[src/rtl/gpio_bank_pkg.sv]
package gpio_bank_pkg;
  localparam int DW        = 32;
  localparam int FW        = 3;
  localparam int PER_FSEL  = 10;
  localparam int PW        = 2;
  // word addresses
  localparam int FSEL_BASE = 0;
  localparam int SET_BASE  = 7;
  localparam int CLR_BASE  = 10;
  localparam int LEV_BASE  = 13;
  localparam int PCTL_ADDR = 37;
  localparam int PCLK_BASE = 38;

  typedef enum logic [FW-1:0] {
    FN_IN   = 3'b000,
    FN_OUT  = 3'b001,
    FN_ALT0 = 3'b100,
    FN_ALT1 = 3'b101,
    FN_ALT2 = 3'b110,
    FN_ALT3 = 3'b111,
    FN_ALT4 = 3'b011,
    FN_ALT5 = 3'b010
  } func_e;

  function automatic int lane_pins(int total, int base, int width);
    int rem;
    rem = total - base;
    return (rem < width) ? rem : width;
  endfunction
endpackage

[src/rtl/gpio_fsel_regs.sv]
module gpio_fsel_regs
  import gpio_bank_pkg::*;
#(
  parameter int NUM_PINS = 54,
  parameter int ADDR_W   = 6,
  localparam int NUM_REGS = (NUM_PINS + PER_FSEL - 1) / PER_FSEL
) (
  input  logic                   clk_i,
  input  logic                   rst_ni,
  input  logic                   wr_en_i,
  input  logic [ADDR_W-1:0]      addr_i,
  input  logic [PER_FSEL*FW-1:0] wdata_i,
  output logic [NUM_PINS*FW-1:0] func_o,
  output logic [NUM_REGS*DW-1:0] rd_o
);
  for (genvar r = 0; r < NUM_REGS; r++) begin : g_reg
    localparam int NP = lane_pins(NUM_PINS, r * PER_FSEL, PER_FSEL);
    localparam int NB = NP * FW;
    logic [NB-1:0] code_q;
    always_ff @(posedge clk_i or negedge rst_ni) begin
      if (!rst_ni)
        code_q <= '0;
      else if (wr_en_i && addr_i == ADDR_W'(FSEL_BASE + r))
        code_q <= wdata_i[NB-1:0];
    end
    assign func_o[r*PER_FSEL*FW +: NB] = code_q;
    assign rd_o[r*DW +: DW]            = DW'(code_q);
  end
endmodule

[src/rtl/gpio_out_latch.sv]
module gpio_out_latch
  import gpio_bank_pkg::*;
#(
  parameter int NUM_PINS = 54,
  localparam int NUM_BANKS = (NUM_PINS + DW - 1) / DW
) (
  input  logic                 clk_i,
  input  logic                 rst_ni,
  input  logic [NUM_BANKS-1:0] set_we_i,
  input  logic [NUM_BANKS-1:0] clr_we_i,
  input  logic [DW-1:0]        wdata_i,
  output logic [NUM_PINS-1:0]  out_o
);
  for (genvar b = 0; b < NUM_BANKS; b++) begin : g_bank
    localparam int W = lane_pins(NUM_PINS, b * DW, DW);
    logic [W-1:0] lat_q;
    always_ff @(posedge clk_i or negedge rst_ni) begin
      if (!rst_ni)            lat_q <= '0;
      else if (set_we_i[b])   lat_q <= lat_q | wdata_i[W-1:0];
      else if (clr_we_i[b])   lat_q <= lat_q & ~wdata_i[W-1:0];
    end
    assign out_o[b*DW +: W] = lat_q;
  end
endmodule

[src/rtl/gpio_pull_latch.sv]
module gpio_pull_latch
  import gpio_bank_pkg::*;
#(
  parameter int NUM_PINS = 54,
  localparam int NUM_BANKS = (NUM_PINS + DW - 1) / DW
) (
  input  logic                   clk_i,
  input  logic                   rst_ni,
  input  logic                   ctrl_we_i,
  input  logic [NUM_BANKS-1:0]   gate_we_i,
  input  logic [DW-1:0]          wdata_i,
  output logic [PW-1:0]          ctrl_o,
  output logic [NUM_PINS-1:0]    gate_o,
  output logic [NUM_PINS*PW-1:0] pull_o
);
  logic [PW-1:0] ctrl_q;

  always_ff @(posedge clk_i or negedge rst_ni) begin
    if (!rst_ni)        ctrl_q <= '0;
    else if (ctrl_we_i) ctrl_q <= wdata_i[PW-1:0];
  end
  assign ctrl_o = ctrl_q;

  for (genvar b = 0; b < NUM_BANKS; b++) begin : g_gate
    localparam int W = lane_pins(NUM_PINS, b * DW, DW);
    logic [W-1:0] gate_q;
    always_ff @(posedge clk_i or negedge rst_ni) begin
      if (!rst_ni)           gate_q <= '0;
      else if (gate_we_i[b]) gate_q <= wdata_i[W-1:0];
    end
    assign gate_o[b*DW +: W] = gate_q;
  end

  // capture happens on the clock-word write, so clearing control afterwards is harmless
  for (genvar p = 0; p < NUM_PINS; p++) begin : g_pin
    logic [PW-1:0] mode_q;
    always_ff @(posedge clk_i or negedge rst_ni) begin
      if (!rst_ni)
        mode_q <= '0;
      else if (gate_we_i[p / DW] && wdata_i[p % DW])
        mode_q <= ctrl_q;
    end
    assign pull_o[p*PW +: PW] = mode_q;
  end
endmodule

[src/rtl/gpio_in_sync.sv]
module gpio_in_sync #(
  parameter int NUM_PINS = 54
) (
  input  logic                clk_i,
  input  logic                rst_ni,
  input  logic [NUM_PINS-1:0] pin_i,
  output logic [NUM_PINS-1:0] lvl_o
);
  logic [NUM_PINS-1:0] s1_q, s2_q;
  always_ff @(posedge clk_i or negedge rst_ni) begin
    if (!rst_ni) begin
      s1_q <= '0;
      s2_q <= '0;
    end else begin
      s1_q <= pin_i;
      s2_q <= s1_q;
    end
  end
  assign lvl_o = s2_q;
endmodule

[src/rtl/gpio_pin_bank.sv]
module gpio_pin_bank
  import gpio_bank_pkg::*;
#(
  parameter int NUM_PINS = 54,
  parameter int ADDR_W   = 6,
  localparam int NUM_BANKS = (NUM_PINS + DW - 1) / DW,
  localparam int NUM_FSEL  = (NUM_PINS + PER_FSEL - 1) / PER_FSEL
) (
  input  logic                   clk_i,
  input  logic                   rst_ni,
  input  logic                   wr_en_i,
  input  logic [ADDR_W-1:0]      addr_i,
  input  logic [DW-1:0]          wdata_i,
  output logic [DW-1:0]          rdata_o,
  input  logic [NUM_PINS-1:0]    pin_i,
  output logic [NUM_PINS-1:0]    pin_out_o,
  output logic [NUM_PINS-1:0]    pin_oe_o,
  output logic [NUM_PINS*FW-1:0] pin_func_o,
  output logic [NUM_PINS*PW-1:0] pin_pull_o
);
  logic [NUM_BANKS-1:0]   set_we, clr_we, gate_we;
  logic                   ctrl_we;
  logic [NUM_FSEL*DW-1:0] fsel_rd;
  logic [NUM_PINS-1:0]    lvl, gate;
  logic [PW-1:0]          ctrl;
  logic [DW-1:0]          lev_word  [NUM_BANKS];
  logic [DW-1:0]          gate_word [NUM_BANKS];

  for (genvar b = 0; b < NUM_BANKS; b++) begin : g_dec
    localparam int W = lane_pins(NUM_PINS, b * DW, DW);
    assign set_we[b]    = wr_en_i && addr_i == ADDR_W'(SET_BASE + b);
    assign clr_we[b]    = wr_en_i && addr_i == ADDR_W'(CLR_BASE + b);
    assign gate_we[b]   = wr_en_i && addr_i == ADDR_W'(PCLK_BASE + b);
    assign lev_word[b]  = DW'(lvl[b*DW +: W]);
    assign gate_word[b] = DW'(gate[b*DW +: W]);
  end
  assign ctrl_we = wr_en_i && addr_i == ADDR_W'(PCTL_ADDR);

  gpio_fsel_regs #(.NUM_PINS(NUM_PINS), .ADDR_W(ADDR_W)) i_fsel (
    .clk_i   (clk_i),
    .rst_ni  (rst_ni),
    .wr_en_i (wr_en_i),
    .addr_i  (addr_i),
    .wdata_i (wdata_i[PER_FSEL*FW-1:0]),
    .func_o  (pin_func_o),
    .rd_o    (fsel_rd)
  );

  gpio_out_latch #(.NUM_PINS(NUM_PINS)) i_out (
    .clk_i    (clk_i),
    .rst_ni   (rst_ni),
    .set_we_i (set_we),
    .clr_we_i (clr_we),
    .wdata_i  (wdata_i),
    .out_o    (pin_out_o)
  );

  gpio_pull_latch #(.NUM_PINS(NUM_PINS)) i_pull (
    .clk_i     (clk_i),
    .rst_ni    (rst_ni),
    .ctrl_we_i (ctrl_we),
    .gate_we_i (gate_we),
    .wdata_i   (wdata_i),
    .ctrl_o    (ctrl),
    .gate_o    (gate),
    .pull_o    (pin_pull_o)
  );

  gpio_in_sync #(.NUM_PINS(NUM_PINS)) i_sync (
    .clk_i  (clk_i),
    .rst_ni (rst_ni),
    .pin_i  (pin_i),
    .lvl_o  (lvl)
  );

  for (genvar p = 0; p < NUM_PINS; p++) begin : g_oe
    assign pin_oe_o[p] = (pin_func_o[p*FW +: FW] == FN_OUT);
  end

  // set/clear words fall through to zero
  always_comb begin
    rdata_o = '0;
    for (int r = 0; r < NUM_FSEL; r++)
      if (addr_i == ADDR_W'(FSEL_BASE + r)) rdata_o = fsel_rd[r*DW +: DW];
    for (int b = 0; b < NUM_BANKS; b++) begin
      if (addr_i == ADDR_W'(LEV_BASE + b))  rdata_o = lev_word[b];
      if (addr_i == ADDR_W'(PCLK_BASE + b)) rdata_o = gate_word[b];
    end
    if (addr_i == ADDR_W'(PCTL_ADDR)) rdata_o = DW'(ctrl);
  end
endmodule

[config.mk]
export PLATFORM = sky130hd
export DESIGN_NAME = gpio_pin_bank
export DESIGN_NICKNAME = d
export VERILOG_FILES = /design/src/rtl/gpio_bank_pkg.sv /design/src/rtl/gpio_fsel_regs.sv /design/src/rtl/gpio_out_latch.sv /design/src/rtl/gpio_pull_latch.sv /design/src/rtl/gpio_in_sync.sv /design/src/rtl/gpio_pin_bank.sv
export SDC_FILE = /design/constraint.sdc
export NUM_CORES = 1
export LEC_CHECK = 0
export BUFFER_PORTS_ARGS = -buffer_cell sky130_fd_sc_hd__buf_2
export CAP_MARGIN = 20
export CORE_ASPECT_RATIO = 2
export CORE_UTILIZATION = 45
export CTS_CLUSTER_SIZE = 20
export DETAILED_ROUTE_END_ITERATION = 6
export PLACE_DENSITY = 0.69
export SLEW_MARGIN = 20
export SYNTH_ARGS = -nofsm -noshare
export SYNTH_HDL_FRONTEND = slang
export SYNTH_HIERARCHICAL = 1
export SYNTH_SLANG_ARGS = --single-unit
export TNS_END_PERCENT = 30
[constraint.sdc]
create_clock -name clk_i -period 3.46 [get_ports clk_i]
set_input_delay 0.173 -clock clk_i [delete_from_list [all_inputs] [get_ports clk_i]]
set_output_delay 0.173 -clock clk_i [all_outputs]
set_load 0.05 [all_outputs]
==> impl_metrics.csv, run 1 <==
group,metric,value,unit
power,leakage,0.0136,uW
floorplan,initial_core_util,45.5,%
clock_network,numCtsBuffers,44,
drt,avgRoutedWirePerCell,25.7,um
placement,hpwl,51500,um
final_layout,nets,2168,
synth,synth_edf_count,0,
sta,setup_tns,0,ns
global_route,track_usage,28.5,%
sta,finalSetupViolCount,0,
drt,routed_wl,70700,um
synth,syn-instance-count,1670,
global_route,grt_pass1_vias,15600,
global_route,grt_overflow_total,0,
power,peakVddDrop,532,uV
global_route,antenna_found_initial,3,
run_status,status,"finished clean",
sta,worstMarginPinSlew,0.989,ns
drt,via_per_inst,5.48,
run,maxCapViolations,0,
synth,synth_seq_area_share,55.7,%
power,power,15700,uW
setup_path,cp_max_fo,4,
floorplan,fp.dieArea,49700,um^2
clock_network,insertion_delay,0.59,ns
final_layout,fill_cells,4103,
worst_hold_path,hold_path.class,"primary input to register",
setup_path,crit_path_end_kind,"output pin",
global_route,grt_max_degree,119,
synth,ys.flop_type,"dfrtp_1",
floorplan,core,48200,um^2
placement,placed_cells,2603,
setup_path,worstPathCellList,"mux4_2 > and2_0 > a2111oi_0 > o221ai_1 > buf_2",
final_layout,diodes,0,
sta,finalClockSkew,0.0195,ns
final_layout,areaGrowthSynthToFinish,19.0,%
setup_path,critPathTopFamily,"compound AO/OA/AOI/OAI gates",
setup_path,max_stage_delay,0.57,ns
setup_path,crit_type,"register to output pin",
drt,ant_nets,0,
sta,relSlewSlack,34.1,%
synth,ys_ff_latch,488,
drt,firstDrtPassIters,7,
floorplan,die_w,158,um
setup_path,cp.arrival,2.82,ns
floorplan,ios,505,
global_route,grt_pass1_wl,102000,um
floorplan,dieHeight,314,um
synth,async_flop_share,100,%
final_layout,layout-drive-gt1-share,45.4,%
placement,gp_congestion,0.883,
clock_network,clockBufferDepth,3,
synth,synth_cell_types,56,
setup_path,rr_startpoint,"i_pull/ctrl_o[1]$_DFFE_PN0P_",
sta,finalMaxSlewViolations,0,
synth,ys_warn_count,6,
clock_network,path_clk_slew,0.07,ns
sta,fin_crit_sh,86.5,%
clock_network,cts-root-buf,"clkbuf_16",
sta,rsz0062_at_grt,"false",
clock_network,cts_tree,"done",
clock_network,htree_num_levels,2,
setup_path,crit_start,"i_fsel/g_reg[3].code_q[1]$_DFFE_PN0P_",
floorplan,rows,114,
setup_path,critPathRequiredTime,3.29,ns
drt,vias,15000,
clock_network,cts_sinks,488,
placement,numPortBuffers,504,
synth,synth_area,21900,um^2
drt,drt_iter0_markers,1147,
sta,fin_crit,2.99,ns
setup_path,cp_slowest_cell,"a2111oi_0",
setup_path,crit_path_start_kind,"register",
final_layout,layout.cells.non_filler,2746,
power,power_density,603,nW/um^2
drt,drc,0,
worst_hold_path,hp-start,"wdata_i[24]",
synth,syn_area_per_cell,13.1,um^2
sta,hold_viol,0,
sta,fmax,334,MHz
setup_path,path_buf_inv,1,
layout by cell type, fill, tap and decap left out, drive strengths merged, types with 7 or more instances in the layout:
master         n
buf          549
dfrtp        488
mux2         272
nand2        125
dlygate4sd3   62
inv           60
nor3b         57
clkbuf        55
a22o          54
o21ai         54
nor2          40
mux2i         36
nor3          32
conb          30
and3          18
a2111oi       18
mux4          16
o2bb2ai       16
a222oi        16
o31ai         16
a221oi        12
o22ai         10
clkinv         9
a22oi          8
bufinv         7
routing by layer:
metal | wire, um | share of wire, % | vias to the layer above | global-route usage (%)
li1 | - | - | 6509 | -
met1 | 24200 | 34 | 7716 | 29.6
met2 | 39000 | 55 | 651 | 53.7
met3 | 3440 | 4.9 | 153 | 4.13
met4 | 4090 | 5.8 | 6 | 15.6
met5 | 42 | 0.059 | - | 0
power breakdown:
part / leakage [uW] / internal, uW / switching (uW)
clock network: 0.000785 / 3120 / 2310
logic: 0.00664 / 936 / 2540
registers: 0.00622 / 6260 / 568
repair_timing:
item,CTS,global route
hold buffers,62,0
buffers inserted,0,0
gates resized for setup,0,0
endpoints found under the hold margin,180,0
through the flow:
stage,hold slack (ns),utilization (%),setup slack [ns],instance area (um^2)
after CTS,0.00446,54.1,0.408,26100
after global routing,0.0243,54.1,0.386,26100
after floorplan,-0.123,-,0.774,22000
final,0.0332,54.1,0.468,26100
after detailed placement,0.282,49.5,0.740,23900
after global placement,0.283,49.5,0.775,23900
cell usage after synthesis (4+ instances only):
master	count	share of area [%]
and3_1	17	0.48
a2111oi_0	18	0.72
o211ai_1	4	0.14
a22o_1	54	2.2
clkbuf_1	27	0.46
nor3b_1	57	2.0
nor2_1	40	0.68
mux4_2	16	1.6
a221oi_1	12	0.48
buf_12	6	0.55
o21ai_0	54	1.2
nor2b_1	4	0.11
nor3_1	31	0.71
mux2_4	70	4.8
buf_4	197	6.7
a22oi_1	8	0.27
buf_2	37	0.84
inv_1	54	0.92
o211a_1	4	0.18
dfrtp_1	488	56
o31ai_1	16	0.55
nand2_4	25	1.3
o22ai_1	10	0.29
nand2_1	100	1.7
a222oi_1	16	0.73
mux2i_1	36	1.6
o2bb2ai_1	16	0.64
mux2_2	198	10
mux2_1	4	0.21
buf_6	13	0.67
final timing paths:
path	slack [ns]	endpoint	depth (start not counted)
worst max-delay path	0.47	rdata_o[1]	5
worst min-delay path	0.03	register	3
worst max register to register	1.96	i_pull/g_pin[17].mode_q[1]$_DFFE_PN0P_	2
worst min register to register	0.34	i_sync/lvl_o[29]$_DFF_PN0_	0
max in group asynchronous	2.13	i_pull/g_pin[12].mode_q[1]$_DFFE_PN0P_	3
min in group asynchronous	0.28	i_pull/g_pin[26].mode_q[0]$_DFFE_PN0P_	2
tightest hold or removal path, cell delays in order:
cell and delay, ns:
buf_2 0.20, nand2_1 0.09, a22o_1 0.11
cell type report:
class / count / area, um^2 / share of cell area, %
inverter: 54 / 203 / 0.777
tap: 638 / 798 / 3.06
clock inverter: 26 / 384 / 1.47
multi-input combinational: 874 / 7650 / 29.3
clock buffer: 55 / 1230 / 4.73
sequential: 488 / 12200 / 46.8
timing repair buffer: 611 / 3610 / 13.8
logic make-up after synthesis:
group / synth area share (%)
flops: 55.7
buf+inv: 10.2
mux: 18.4
simple gates: 7.94
compound gates: 7.69
other cells: 0.0171
(Power assumes the default switching activity.)
==> run 2, diff against run 1 <==
Settings changed: CORE_UTILIZATION 45 to 34, PLACE_DENSITY 0.69 to not set.
==> impl_metrics.csv, run 2 (synthesis results as in run 1) <==
group,metric,value,unit
run_status,status,"finished clean",
drt,drc,0,
global_route,grt_max_degree,101,
clock_network,cts_tree,"done",
setup_path,critPathRequiredTime,3.29,ns
global_route,gr-usage-met1,25.4,%
worst_hold_path,hold_path.class,"primary input to register",
clock_network,insertion_delay,0.63,ns
drt,routed_wl,79300,um
clock_network,cts_resized,0,
placement,numPortBuffers,504,
setup_path,path_buf_inv,1,
setup_path,cp.arrival,2.83,ns
setup_path,cp_slowest_cell,"mux4_2",
final_layout,layout_common_cells,"buf_2, dfrtp_1, mux2_2, nand2_1, mux2_4",
clock_network,htree_num_levels,2,
floorplan,die_w,182,um
sta,finalSetupViolCount,0,
final_layout,nets,2178,
sta,setup_tns,0,ns
global_route,met2_usage,45.4,%
clock_network,clockBufferDepth,3,
sta,finalMaxSlewViolations,0,
drt,avgRoutedWirePerCell,27.2,um
sta,fin_crit,3.01,ns
floorplan,core,63800,um^2
global_route,grt_busiest_layer,"met2",
final_layout,diodes,0,
setup_path,worstPathCellList,"mux4_2 > and2_1 > a2111oi_0 > o221ai_1 > buf_12",
sta,finalClockSkew,0.0156,ns
clock_network,holdBufCountCts,65,
placement,hpwl,59100,um
floorplan,ios,505,
power,peakVddDrop,524,uV
floorplan,initial_core_util,34.4,%
global_route,grt_pass1_vias,15800,
drt,vias,15100,
drt,ant_nets,0,
clock_network,cts_sinks,488,
drt,drt_iter0_markers,899,
final_layout,layout-drive-gt1-share,45.5,%
power,power_density,600,nW/um^2
drt,firstDrtPassIters,6,
floorplan,fp.dieArea,65600,um^2
clock_network,numCtsBuffers,46,
global_route,antenna_found_initial,1,
sta,fmax,332,MHz
drt,via_per_inst,5.17,
sta,relSlewSlack,38.2,%
worst_hold_path,hp-start,"wdata_i[25]",
global_route,grt_pass1_wl,113000,um
sta,fin_crit_sh,86.9,%
setup_path,crit_path_start_kind,"register",
sta,worstMarginPinSlew,0.927,ns
global_route,grt_overflow_total,0,
sta,hold_viol,0,
worst_hold_path,holdPathStages,3,
sta,rsz0062_at_grt,"false",
clock_network,cts-root-buf,"clkbuf_16",
global_route,grt.met3_usage,4.23,%
final_layout,postLayoutCellArea,26400,um^2
setup_path,max_stage_delay,0.58,ns
placement,postPlaceCellArea,24200,um^2
setup_path,crit_path_end_kind,"output pin",
setup_path,critPathTopFamily,"compound AO/OA/AOI/OAI gates",
floorplan,rows,131,
run,maxCapViolations,0,
global_route,track_usage,24.2,%
setup_path,cp_max_fo,4,
setup_path,reg2reg_slack,1.99,ns
setup_path,reg2reg_depth,2,
clock_network,post-cts-setup-buffers,0,
setup_path,crit_type,"register to output pin",
final_layout,areaGrowthSynthToFinish,20.4,%
floorplan,dieHeight,361,um
setup_path,rr_startpoint,"i_pull/ctrl_o[1]$_DFFE_PN0P_",
final_layout,fill_cells,6041,
final_layout,layout.cells.most_common,"buf_2",
clock_network,path_clk_slew,0.07,ns
placement,gp_congestion,0.866,
setup_path,crit_start,"i_fsel/g_reg[3].code_q[0]$_DFFE_PN0P_",
power,leakage,0.0137,uW
setup_path,r2r_end,"i_pull/g_pin[17].mode_q[1]$_DFFE_PN0P_",
==> run 2: cell count changes in the layout (fill, tap and decap cells not counted), sizes merged <==
cell,previous run,this run
dlygate4sd3,62,65
buf,549,554
bufinv,7,5
clkinvlp,4,5
inv,60,59
clkbuf,55,59
==> run 2: report_power, final <==
| group | switching, uW | internal (uW) | total, uW |
|---|---|---|---|
| sequential | 594 | 6260 | 6860 |
| clock | 2400 | 3030 | 5430 |
| combinational | 2600 | 945 | 3550 |
==> run 2: stage by stage <==
stage	power [uW]	setup WS [ns]	cells	utilization (%)	hold slack, ns
after floorplan	9490	0.774	1699	-	-0.123
after global placement	10400	0.606	2768	37.9	0.255
after detailed placement	10500	0.573	2768	37.9	0.268
after CTS	16000	0.428	2916	41.4	0.00604
after global routing	16400	0.343	2916	41.4	0.0311
final	15800	0.452	2916	41.4	0.0317
==> run 2: metal layers <==
layer | share of wire (%) | routed length (um)
met2 | 54 | 42800
met3 | 5.1 | 4060
met4 | 5.4 | 4320
met5 | 0.014 | 11
met1 | 35 | 28000
==> run 2: cell type report <==
type                       count  area (um^2)  area share [%]
timing repair buffer         619         3740            14.2
tap                          798          998            3.78
clock buffer                  59         1280            4.85
sequential                   488        12200            46.2
multi-input combinational    874         7660            29.0
inverter                      54          203           0.767
clock inverter                24          318            1.20
==> run 2: how the worst max path moves through the flow <==
stage | endpoint | slack (ns) | cells after the start
after floorplan | rdata_o[10] | 0.77 | 7
after global placement | rdata_o[18] | 0.61 | 7
after detailed placement | rdata_o[23] | 0.57 | 6
after CTS | rdata_o[1] | 0.43 | 5
after global routing | rdata_o[0] | 0.34 | 5
final | rdata_o[0] | 0.45 | 5
==> run 2: worst min-delay path, stage by stage <==
cell and delay (ns):
buf_2 0.20, nand2_1 0.09, a22o_1 0.14
